File: src/rtl/rfsh_pkg.sv
package rfsh_pkg;
    localparam int PERIOD_W = 8;
    localparam int BANK_W   = 3;
    localparam int PSEL_W   = 3;
    localparam int PEXP_MAX = 6;
    localparam int DIV_W    = 2;
    localparam int DEXP_MAX = 2 * ((1 << DIV_W) - 1);
    localparam int TICK_W   = PEXP_MAX + DEXP_MAX;
    localparam int EXP_W    = $clog2(TICK_W + 1);

    typedef struct packed {
        logic                enable;
        logic [PERIOD_W-1:0] period;
        logic [PSEL_W-1:0]   presc;
        logic [DIV_W-1:0]    div;
        logic [BANK_W-1:0]   banks;
    } rfsh_cfg_t;

    typedef struct packed {
        logic              req;
        logic              miss;
        logic [BANK_W-1:0] cs;
        logic [BANK_W-1:0] nxt;
    } rfsh_rot_t;
endpackage

File: src/rtl/rfsh_prescaler.sv
module rfsh_prescaler #(
    parameter int TICK_W = rfsh_pkg::TICK_W,
    parameter int EXP_W  = rfsh_pkg::EXP_W
) (
    input  logic             clk,
    input  logic             rst_n,
    input  logic             restart_i,
    input  logic             run_i,
    input  logic [EXP_W-1:0] exp_i,
    output logic             tick_o
);
    typedef struct packed {
        logic [TICK_W-1:0] cnt;
    } pre_t;

    pre_t              s_d, s_q;
    logic [TICK_W-1:0] term;

    always_comb begin
        term   = ~({TICK_W{1'b1}} << exp_i);
        tick_o = run_i && (s_q.cnt == term);
        s_d    = s_q;
        if (restart_i || !run_i || tick_o) begin
            s_d.cnt = '0;
        end else begin
            s_d.cnt = s_q.cnt + 1'b1;
        end
    end

    always_ff @(posedge clk or negedge rst_n) begin
        if (!rst_n) s_q <= '0;
        else        s_q <= s_d;
    end


    tick_gap_chk: assert property (@(posedge clk) disable iff (!rst_n)
        tick_o && !restart_i |=> !tick_o);
endmodule

File: src/rtl/rfsh_period.sv
module rfsh_period #(
    parameter int PERIOD_W = rfsh_pkg::PERIOD_W
) (
    input  logic                clk,
    input  logic                rst_n,
    input  logic                restart_i,
    input  logic                run_i,
    input  logic                tick_i,
    input  logic [PERIOD_W-1:0] period_i,
    output logic                expire_o
);
    typedef struct packed {
        logic [PERIOD_W-1:0] cnt;
    } per_t;

    per_t                s_d, s_q;
    logic [PERIOD_W-1:0] last;

    always_comb begin
        last     = (period_i == '0) ? {PERIOD_W{1'b1}} : period_i - 1'b1;
        expire_o = run_i && tick_i && (s_q.cnt == last);
        s_d      = s_q;
        if (restart_i || !run_i || expire_o) begin
            s_d.cnt = '0;
        end else if (tick_i) begin
            s_d.cnt = s_q.cnt + 1'b1;
        end
    end

    always_ff @(posedge clk or negedge rst_n) begin
        if (!rst_n) s_q <= '0;
        else        s_q <= s_d;
    end


    cnt_range_chk: assert property (@(posedge clk) disable iff (!rst_n)
        !restart_i |=> s_q.cnt <= last);
endmodule

File: src/rtl/rfsh_rotator.sv
module rfsh_rotator #(
    parameter int BANK_W = rfsh_pkg::BANK_W
) (
    input  logic              clk,
    input  logic              rst_n,
    input  logic              restart_i,
    input  logic              expire_i,
    input  logic              ack_i,
    input  logic [BANK_W-1:0] banks_i,
    output logic              req_o,
    output logic [BANK_W-1:0] cs_o,
    output logic              miss_o
);
    import rfsh_pkg::*;

    rfsh_rot_t         s_d, s_q;
    logic [BANK_W-1:0] ptr;
    logic              slot_free;

    always_comb begin
        ptr       = (s_q.nxt > banks_i) ? '0 : s_q.nxt;
        slot_free = !s_q.req || ack_i;
        s_d       = s_q;
        if (s_q.req && ack_i) s_d.req = 1'b0;
        if (expire_i) begin
            if (slot_free) begin
                s_d.req = 1'b1;
                s_d.cs  = ptr;
                s_d.nxt = (ptr == banks_i) ? '0 : ptr + 1'b1;
            end else begin
                s_d.miss = 1'b1;
            end
        end
        if (restart_i) s_d = '0;
    end

    always_ff @(posedge clk or negedge rst_n) begin
        if (!rst_n) s_q <= '0;
        else        s_q <= s_d;
    end

    assign req_o  = s_q.req;
    assign cs_o   = s_q.cs;
    assign miss_o = s_q.miss;


    req_hold_chk: assert property (@(posedge clk) disable iff (!rst_n)
        s_q.req && !ack_i && !restart_i |=> s_q.req);


    cs_stable_chk: assert property (@(posedge clk) disable iff (!rst_n)
        s_q.req && !ack_i && !restart_i |=> $stable(s_q.cs));


    cs_range_chk: assert property (@(posedge clk) disable iff (!rst_n)
        s_q.req |-> s_q.cs <= banks_i);


    miss_sticky_chk: assert property (@(posedge clk) disable iff (!rst_n)
        s_q.miss && !restart_i |=> s_q.miss);
endmodule

File: src/rtl/rfsh_timer.sv
module rfsh_timer #(
    parameter int PERIOD_W = rfsh_pkg::PERIOD_W,
    parameter int BANK_W   = rfsh_pkg::BANK_W,
    parameter int PSEL_W   = rfsh_pkg::PSEL_W,
    parameter int DIV_W    = rfsh_pkg::DIV_W
) (
    input  logic                clk,
    input  logic                rst_n,
    input  logic                cfg_load_i,
    input  logic                cfg_enable_i,
    input  logic [PERIOD_W-1:0] cfg_period_i,
    input  logic [PSEL_W-1:0]   cfg_presc_i,
    input  logic [DIV_W-1:0]    cfg_div_i,
    input  logic [BANK_W-1:0]   cfg_banks_i,
    input  logic                ack_i,
    output logic                req_o,
    output logic [BANK_W-1:0]   req_cs_o,
    output logic                miss_o
);
    import rfsh_pkg::*;

    localparam int PSEL_CAP = PEXP_MAX - 1;

    rfsh_cfg_t        cfg_d, cfg_q;
    logic [EXP_W-1:0] exp_sum;
    logic [EXP_W-1:0] psel_exp;
    logic             tick, expire;

    always_comb begin
        cfg_d = cfg_q;
        if (cfg_load_i) begin
            cfg_d.enable = cfg_enable_i;
            cfg_d.period = cfg_period_i;
            cfg_d.presc  = cfg_presc_i;
            cfg_d.div    = cfg_div_i;
            cfg_d.banks  = cfg_banks_i;
        end
        psel_exp = (int'(cfg_q.presc) > PSEL_CAP) ? EXP_W'(PSEL_CAP)
                                                  : EXP_W'(cfg_q.presc);
        exp_sum  = psel_exp + EXP_W'(1) + (EXP_W'(cfg_q.div) << 1);
    end

    always_ff @(posedge clk or negedge rst_n) begin
        if (!rst_n) cfg_q <= '0;
        else        cfg_q <= cfg_d;
    end

    rfsh_prescaler #(.TICK_W(TICK_W), .EXP_W(EXP_W)) u_pre (
        .clk       (clk),
        .rst_n     (rst_n),
        .restart_i (cfg_load_i),
        .run_i     (cfg_q.enable),
        .exp_i     (exp_sum),
        .tick_o    (tick)
    );

    rfsh_period #(.PERIOD_W(PERIOD_W)) u_per (
        .clk       (clk),
        .rst_n     (rst_n),
        .restart_i (cfg_load_i),
        .run_i     (cfg_q.enable),
        .tick_i    (tick),
        .period_i  (cfg_q.period),
        .expire_o  (expire)
    );

    rfsh_rotator #(.BANK_W(BANK_W)) u_rot (
        .clk       (clk),
        .rst_n     (rst_n),
        .restart_i (cfg_load_i),
        .expire_i  (expire),
        .ack_i     (ack_i),
        .banks_i   (cfg_q.banks),
        .req_o     (req_o),
        .cs_o      (req_cs_o),
        .miss_o    (miss_o)
    );


    no_req_when_off_chk: assert property (@(posedge clk) disable iff (!rst_n)
        !cfg_q.enable |-> !req_o);


    load_clears_chk: assert property (@(posedge clk) disable iff (!rst_n)
        cfg_load_i |=> !req_o && !miss_o);
endmodule

File: config.mk
export PLATFORM = sky130hd
export DESIGN_NAME = rfsh_timer
export DESIGN_NICKNAME = d
export VERILOG_FILES = /design/src/rtl/rfsh_pkg.sv /design/src/rtl/rfsh_prescaler.sv /design/src/rtl/rfsh_period.sv /design/src/rtl/rfsh_rotator.sv /design/src/rtl/rfsh_timer.sv
export SDC_FILE = /design/constraint.sdc
export NUM_CORES = 1
export LEC_CHECK = 0
export BUFFER_PORTS_ARGS = -buffer_cell sky130_fd_sc_hd__buf_2
export CORE_MARGIN = 2
export CORE_UTILIZATION = 50
export DETAILED_ROUTE_END_ITERATION = 16
export PLACE_DENSITY_LB_ADDON = 0.3
export SLEW_MARGIN = 10
export SYNTH_ARGS = -nofsm -noshare
export SYNTH_HDL_FRONTEND = slang
export SYNTH_SLANG_ARGS = --single-unit
File: constraint.sdc
create_clock -name clk -period 5.8 [get_ports clk]
set_input_delay 1.16 -clock clk [delete_from_list [all_inputs] [get_ports clk]]
set_output_delay 1.16 -clock clk [all_outputs]
set_load 0.02 [all_outputs]
== Word level (Yosys, flattened, before mapping) ==
Index checks and enable logic that the tools add are counted.

* Register bits after elaboration: 45
* Output and inout port bits: 5
* Bits of input ports: 21

* Add/sub/neg operators: 6
* Magnitude comparators: 2
* Multiplexer cells: 13
* Eq/ne operators: 4
* Shifts and indexed selects: 1
* Reductions and logical operators: 16
* Bitwise logic cells: 1

{| class="wikitable"
|+ Operators with widths
! operator !! number
|-
| two-way mux 8 bit || 5
|-
| adder 12 x 1 -> 12 bit, second input constant || 1
|-
| equality test 12 bit || 1
|-
| two-way mux 12 bit || 1
|-
| NOT 12 bit || 1
|-
| left shift 12 x 4 -> 12 bit, first input constant || 1
|-
| two-way mux 3 bit || 3
|-
| adder 8 x 1 -> 8 bit, second input constant || 1
|-
| equality test 8 bit || 1
|-
| zero test 8 bit || 1
|-
| subtractor 8 x 1 -> 8 bit, second input constant || 1
|-
| two-way mux 6 bit || 1
|-
| nonzero test 2 bit || 3
|-
| adder 3 x 1 -> 4 bit, second input constant || 1
|-
| adder 4 x 3 -> 4 bit || 1
|-
| logical AND 1 bit || 4
|-
| logical OR 1 bit || 4
|-
| AND reduction 2 bit || 2
|-
| adder 3 x 1 -> 3 bit, second input constant || 1
|-
| equality test 3 bit || 1
|-
| greater-than comparator 3 bit || 1
|-
| greater-than comparator 3 bit, second input constant || 1
|-
| two-way mux 1 bit || 3
|-
| zero test 1 bit || 2
|-
| != test 2 bit, second input constant || 1
|}

== Logic depth before layout (Yosys ltp) ==
* Depth after elaboration: 12
* Gate-level depth with buffers: 13
* Depth with buffers taken out: 11

== Modules after synthesis ==
Synthesis repeated with hierarchy kept, for this count alone.

* Cells, all modules: 336
* Area, all modules: 3,183.1 um^2

{| class="wikitable"
|+ Modules (own cells, without submodules)
! module !! sequential area each (um^2) !! area an instance (um^2) !! instances !! cells an instance
|-
| rfsh_prescaler || 300.3 || 973.4 || 1 || 112
|-
| rfsh_period || 200.2 || 872.1 || 1 || 110
|-
| rfsh_timer || 425.4 || 769.5 || 1 || 50
|-
| rfsh_rotator || 200.2 || 568.0 || 1 || 64
|}

== Worst setup path before layout ==
No wires, ideal clock.

* Path type: register to register
* Start point: register cfg_q[7] (netlist name)
* End point: register u_rot.s_q (netlist bit u_rot.cs_o[0])
* Clock period less this slack: 3.177 ns
* Slack: 2.623 ns
* Stages on the path, launching flop included: 14
* Arrival time: 3.045 ns
* Path through: dfrtp_1 a21oi_2 inv_1 fa_1 xor2_2 or3_1 a211oi_1 o22ai_1 nor4bb_1 buf_2 and4_4 buf_12 mux2i_1 nor2_1

* Cells in the longest elaborated chain, start to end: 12

{| class="wikitable"
|+ RTL lines
! what !! line !! source
|-
| start, declared || rfsh_timer.sv:24 || <nowiki>rfsh_cfg_t cfg_d, cfg_q;</nowiki>
|-
| start signal, assigned || rfsh_timer.sv:45 || <nowiki>else cfg_q <= cfg_d;</nowiki>
|-
| greater-than comparator 3 bit || rfsh_timer.sv:38 || <nowiki>psel_exp = (int'(cfg_q.presc) > PSEL_CAP) ? EXP_W'(PSEL_CAP)</nowiki>
|-
| two-way mux 3 bit * || rfsh_timer.sv:38 ||
|-
| adder 3 x 1 -> 4 bit * || rfsh_timer.sv:40 || <nowiki>exp_sum = psel_exp + EXP_W'(1) + (EXP_W'(cfg_q.div) << 1);</nowiki>
|-
| adder 4 x 3 -> 4 bit * || rfsh_timer.sv:40 ||
|-
| left shift 12 x 4 -> 12 bit * || rfsh_prescaler.sv:20 || <nowiki>term = ~({TICK_W{1'b1}} << exp_i);</nowiki>
|-
| NOT 12 bit * || rfsh_prescaler.sv:20 ||
|-
| equality test 12 bit * || rfsh_prescaler.sv:21 || <nowiki>tick_o = run_i && (s_q.cnt == term);</nowiki>
|-
| logical AND 1 bit * || rfsh_prescaler.sv:21 ||
|-
| logical AND 1 bit * (2 in a row) || rfsh_period.sv:21 || <nowiki>expire_o = run_i && tick_i && (s_q.cnt == last);</nowiki>
|-
| nonzero test 2 bit (no line) * || - ||
|-
| AND reduction 2 bit (no line) * || - ||
|-
| end signal, assigned || rfsh_rotator.sv:38 || <nowiki>if (!rst_n) s_q <= '0;</nowiki>
|-
| end signal, assigned || rfsh_rotator.sv:39 || <nowiki>else s_q <= s_d;</nowiki>
|-
| end, declared || rfsh_rotator.sv:16 || <nowiki>rfsh_rot_t s_d, s_q;</nowiki>
|}

Every way passes the cells marked *; elsewhere a longest branch is shown, timed or not.
A chain may end at the register's enable or synchronous reset.

== Worst setup path in the final report ==
Same ends and word-level chain as after synthesis.

==> metrics.cfg <==
[status]
run_status = completed

[layout]
finalNetCount = 351
final_core_util_pct = 55.89
synthToLayoutAreaGrowth_pct = 7.937
drive_gt1_share_pct = 18.81
num-fill-cells = 504
num_antenna_cells = 0

[hold_path]
class_of_the_most_critical_hold_timing_path = reg -> reg
hold_start = u_rot.miss_o$_DFFE_PN0P_
hold_end = u_rot.miss_o$_DFFE_PN0P_
timing.hold.worst_path_depth = 1

[global_route]
grt_max_degree = 46
antenna_found_initial = 0
overflow = 0
grt_pass1_vias = 2091
wire_length_of_the_first_global_routing_pass_mm = 9.846
total_routing_usage_gr_pct = 19.44

[route]
routed_via_density = 5.573
postRouteWirelength_mm = 5.461
wl_per_cell_um = 13.97
detailedRoute.firstIterationViolations = 113
drc = 0
num_vias = 2179
drt_pre_antenna_iters = 4
antenna_violating_nets_post_route = 0

[floorplanning]
die_y_um = 79.75
chipWidth_um = 79.75
initial_core_util_pct = 51.78
area_of_the_core_sq_mm = 0.005540
top_level_ports = 26
fp.dieArea_sq_mm = 0.006360
std_cell_rows = 27

[setup_path]
criticalPathCategory = reg -> reg
critical_path.max_fanout = 10
start_kind = flop
reg2reg_to = u_rot.cs_o[0]$_DFFE_PN0P_
cp.depth = 12
worst-path-buf-inv = 2
critical-path-slowest-cell = sky130_fd_sc_hd__fa_1
crit_path_max_incr_delay_ns = 0.47
worstSetupEndpointType = flop
critical_path.most_common_cell = sky130_fd_sc_hd__nor2_1
worst_path_cell_trace = a21oi_2 > inv_1 > fa_1 > xor2_2 > nor2_1 > xnor2_1 > o32ai_1 > nor4bb_1 > buf_4 > and4_4 > mux2i_1 > nor2_1
reg2reg_from = cfg_q[7]$_DFFE_PN0P_
r2r_cells = 12
regToRegSetupSlack_ns = 2.34
critical-path-top-delay-family = simple AND/OR/NAND/NOR gates
worst_ep_arrival_time_ns = 3.63
worst-endpoint-required_ns = 5.97

[clock_tree]
clk_pin_slew_worst_paths_ns = 0.09
cts.htree.levels = 2
post_cts_setup_inserts = 0
ctsLongestPathBuffers = 2
cts-buffers-inserted = 5
clk-insertion-delay-late_ns = 0.30
tritoncts = yes
cts_resized = 0
cts_hold_buffers = 0
clock_root_cell = sky130_fd_sc_hd__clkbuf_8
cts.sinks = 45

[timing]
worst-slew-pin-transition_ns = 0.9769
drv_slew = 0
setup-violations-final = 0
tns_ns = 0
period_needed_ns = 3.458
finalCritPeriodShare_pct = 59.61
timing.final.hold_violations = 0
max_freq_ghz = 0.2892
worst_clock_skew_ns = 0.01511
setup_repair_after_global_routing_missed_its_margin = false
max-slew-margin-rel_pct = 34.88

[synth]
asyncSetResetFlopFracSynth_pct = 100.0
synth_common_cells = sky130_fd_sc_hd__dfrtp_1, sky130_fd_sc_hd__nor2_1, sky130_fd_sc_hd__nand2_1
number_of_synthesized_flops_with_an_enable_pin = 0
yosys.area.top_type = sky130_fd_sc_hd__dfrtp_1
netlist_instances = 301
synth_top_cell_area_share_pct = 39.25
ys_ff_latch = 45
ys_types = 59
synth_top_cells_by_area = sky130_fd_sc_hd__dfrtp_1, sky130_fd_sc_hd__xnor2_1, sky130_fd_sc_hd__mux2_2
seq_area_frac_synth_pct = 39.25
synth_flop_cell = sky130_fd_sc_hd__dfrtp_1
cell_with_the_most_instances_after_synthesis = sky130_fd_sc_hd__dfrtp_1
avgSynthCellArea_sq_um = 9.532
mappedNetlistNets = 334
synth.yosys.warnings = 0
synth.cell_area_sq_mm = 0.002869

[pwr]
power.static_leakage_nw = 1.330
peakVddDrop_mv = 0.2222
power_mw = 0.7111
power_density_mw_per_mm2 = 229.6

[placed_design]
place.detailed.hpwl_mm = 3.945
gpl.final_weighted_congestion = 0.8578
port_buffers = 25

[flow_run]
drv_cap = 0

placed cells by master (no fill, tap or decap), types with 2 or more instances in the layout:
cell,Yosys,final
sky130_fd_sc_hd__nor2_1,36,36
sky130_fd_sc_hd__o211ai_1,2,2
sky130_fd_sc_hd__and3_1,3,3
sky130_fd_sc_hd__o21a_1,3,3
sky130_fd_sc_hd__o21ai_1,2,2
sky130_fd_sc_hd__o22ai_1,2,2
sky130_fd_sc_hd__a211oi_1,2,2
sky130_fd_sc_hd__ha_1,11,11
sky130_fd_sc_hd__mux2_2,13,13
sky130_fd_sc_hd__mux2i_1,6,6
sky130_fd_sc_hd__a21boi_0,2,2
sky130_fd_sc_hd__nor3b_1,2,2
sky130_fd_sc_hd__nand4b_1,2,2
sky130_fd_sc_hd__a21oi_2,2,2
sky130_fd_sc_hd__o21ba_2,2,2
sky130_fd_sc_hd__nand3_1,10,10
sky130_fd_sc_hd__nor4_1,2,2
sky130_fd_sc_hd__inv_1,11,11
sky130_fd_sc_hd__a21o_1,2,2
sky130_fd_sc_hd__buf_2,1,25
sky130_fd_sc_hd__or2_2,2,2
sky130_fd_sc_hd__or3_1,4,4
sky130_fd_sc_hd__nor2b_1,3,3
sky130_fd_sc_hd__xnor2_1,17,17
sky130_fd_sc_hd__and2_1,2,2
sky130_fd_sc_hd__a21oi_1,8,8
sky130_fd_sc_hd__xor2_1,11,11
sky130_fd_sc_hd__nand4_1,5,5
sky130_fd_sc_hd__dfrtp_1,45,45
sky130_fd_sc_hd__a311oi_1,2,2
sky130_fd_sc_hd__clkbuf_8,0,7
sky130_fd_sc_hd__or4_1,2,2
sky130_fd_sc_hd__nand2_1,22,22
sky130_fd_sc_hd__nand2b_1,12,12
sky130_fd_sc_hd__a31oi_1,4,4
sky130_fd_sc_hd__nor3_1,4,4
sky130_fd_sc_hd__o21ai_0,8,8
state kept, by name (all words and copies together), names as in the netlist:
| signal | count |
|---|---|
| u_pre.s_q | 12 |
| u_rot.miss_o | 1 |
| u_rot.req_o | 1 |
| u_per.s_q | 8 |
| u_rot.s_q | 3 |
| u_rot.cs_o | 3 |
| cfg_q | 17 |
logic make-up (layout without fill, tap and decap cells):
family          count (synthesis)  after routing  synth area share (%)
flops                          45             45                 39.25
xor+xnor                       29             29                 9.115
fa+ha+maj                      12             12                 5.495
compound gates                 51             51                 12.91
mux                            19             19                 7.196
buf+inv                        27             45                 4.797
simple gates                  118            118                 21.24
where the power goes:
group          internal, mW  switching [mW]
Clock                 0.108           0.109
Combinational        0.0681          0.0844
Sequential            0.326          0.0164
Total                 0.502           0.209
worst register-to-register path, cell delays in order, from the launching register on:
cell and delay, ns:
sky130_fd_sc_hd__dfrtp_1 0.43, sky130_fd_sc_hd__a21oi_2 0.22, sky130_fd_sc_hd__inv_1 0.12, sky130_fd_sc_hd__fa_1 0.47, sky130_fd_sc_hd__xor2_2 0.35, sky130_fd_sc_hd__nor2_1 0.14
sky130_fd_sc_hd__xnor2_1 0.16, sky130_fd_sc_hd__o32ai_1 0.32, sky130_fd_sc_hd__nor4bb_1 0.33, sky130_fd_sc_hd__buf_4 0.21, sky130_fd_sc_hd__and4_4 0.32, sky130_fd_sc_hd__mux2i_1 0.21
sky130_fd_sc_hd__nor2_1 0.05
cell type report:
class	count	area, sq um	share of cell area, %
timing repair buffer	26	132.6	4.283
clock inverter	1	5.005	0.1616
clock buffer	7	96.34	3.111
tap	72	90.09	2.909
sequential	45	1126	36.36
inverter	11	41.29	1.333
multi-input combinational	229	1605	51.84
how the worst max path moves through the flow:
stage,startpoint,endpoint
4_1_cts,cfg_q[7]$_DFFE_PN0P_,u_rot.cs_o[0]$_DFFE_PN0P_
3_3_place_gp,cfg_q[7]$_DFFE_PN0P_,u_rot.cs_o[0]$_DFFE_PN0P_
3_5_place_dp,cfg_q[7]$_DFFE_PN0P_,u_rot.cs_o[0]$_DFFE_PN0P_
5_1_grt,cfg_q[7]$_DFFE_PN0P_,u_rot.cs_o[0]$_DFFE_PN0P_
2_1_floorplan,cfg_q[7]$_DFFE_PN0P_,u_rot.cs_o[0]$_DFFE_PN0P_
6_report,cfg_q[7]$_DFFE_PN0P_,u_rot.cs_o[0]$_DFFE_PN0P_
metal layers:
metal	routed length (um)	vias to the layer above	global-route usage [%]
li1	-	1088	-
met1	2575	1045	26.75
met3	227	7	3.846
met2	2604	39	31.76
met4	53	0	4.576
met5	0	-	0
through the flow:
step | instances | hold slack (ns) | cell area (sq um) | worst slack, ns
finish | 391 | 0.5053 | 3097 | 2.342
global route | 391 | 0.5290 | 3097 | 2.054
CTS | 391 | 0.5100 | 3097 | 2.349
global placement | 383 | 0.4852 | 2995 | 2.494
detailed placement | 383 | 0.4906 | 2995 | 2.403
floorplan | 301 | 0.4862 | 2869 | 2.623
Power figures use the tool's default switching activity.
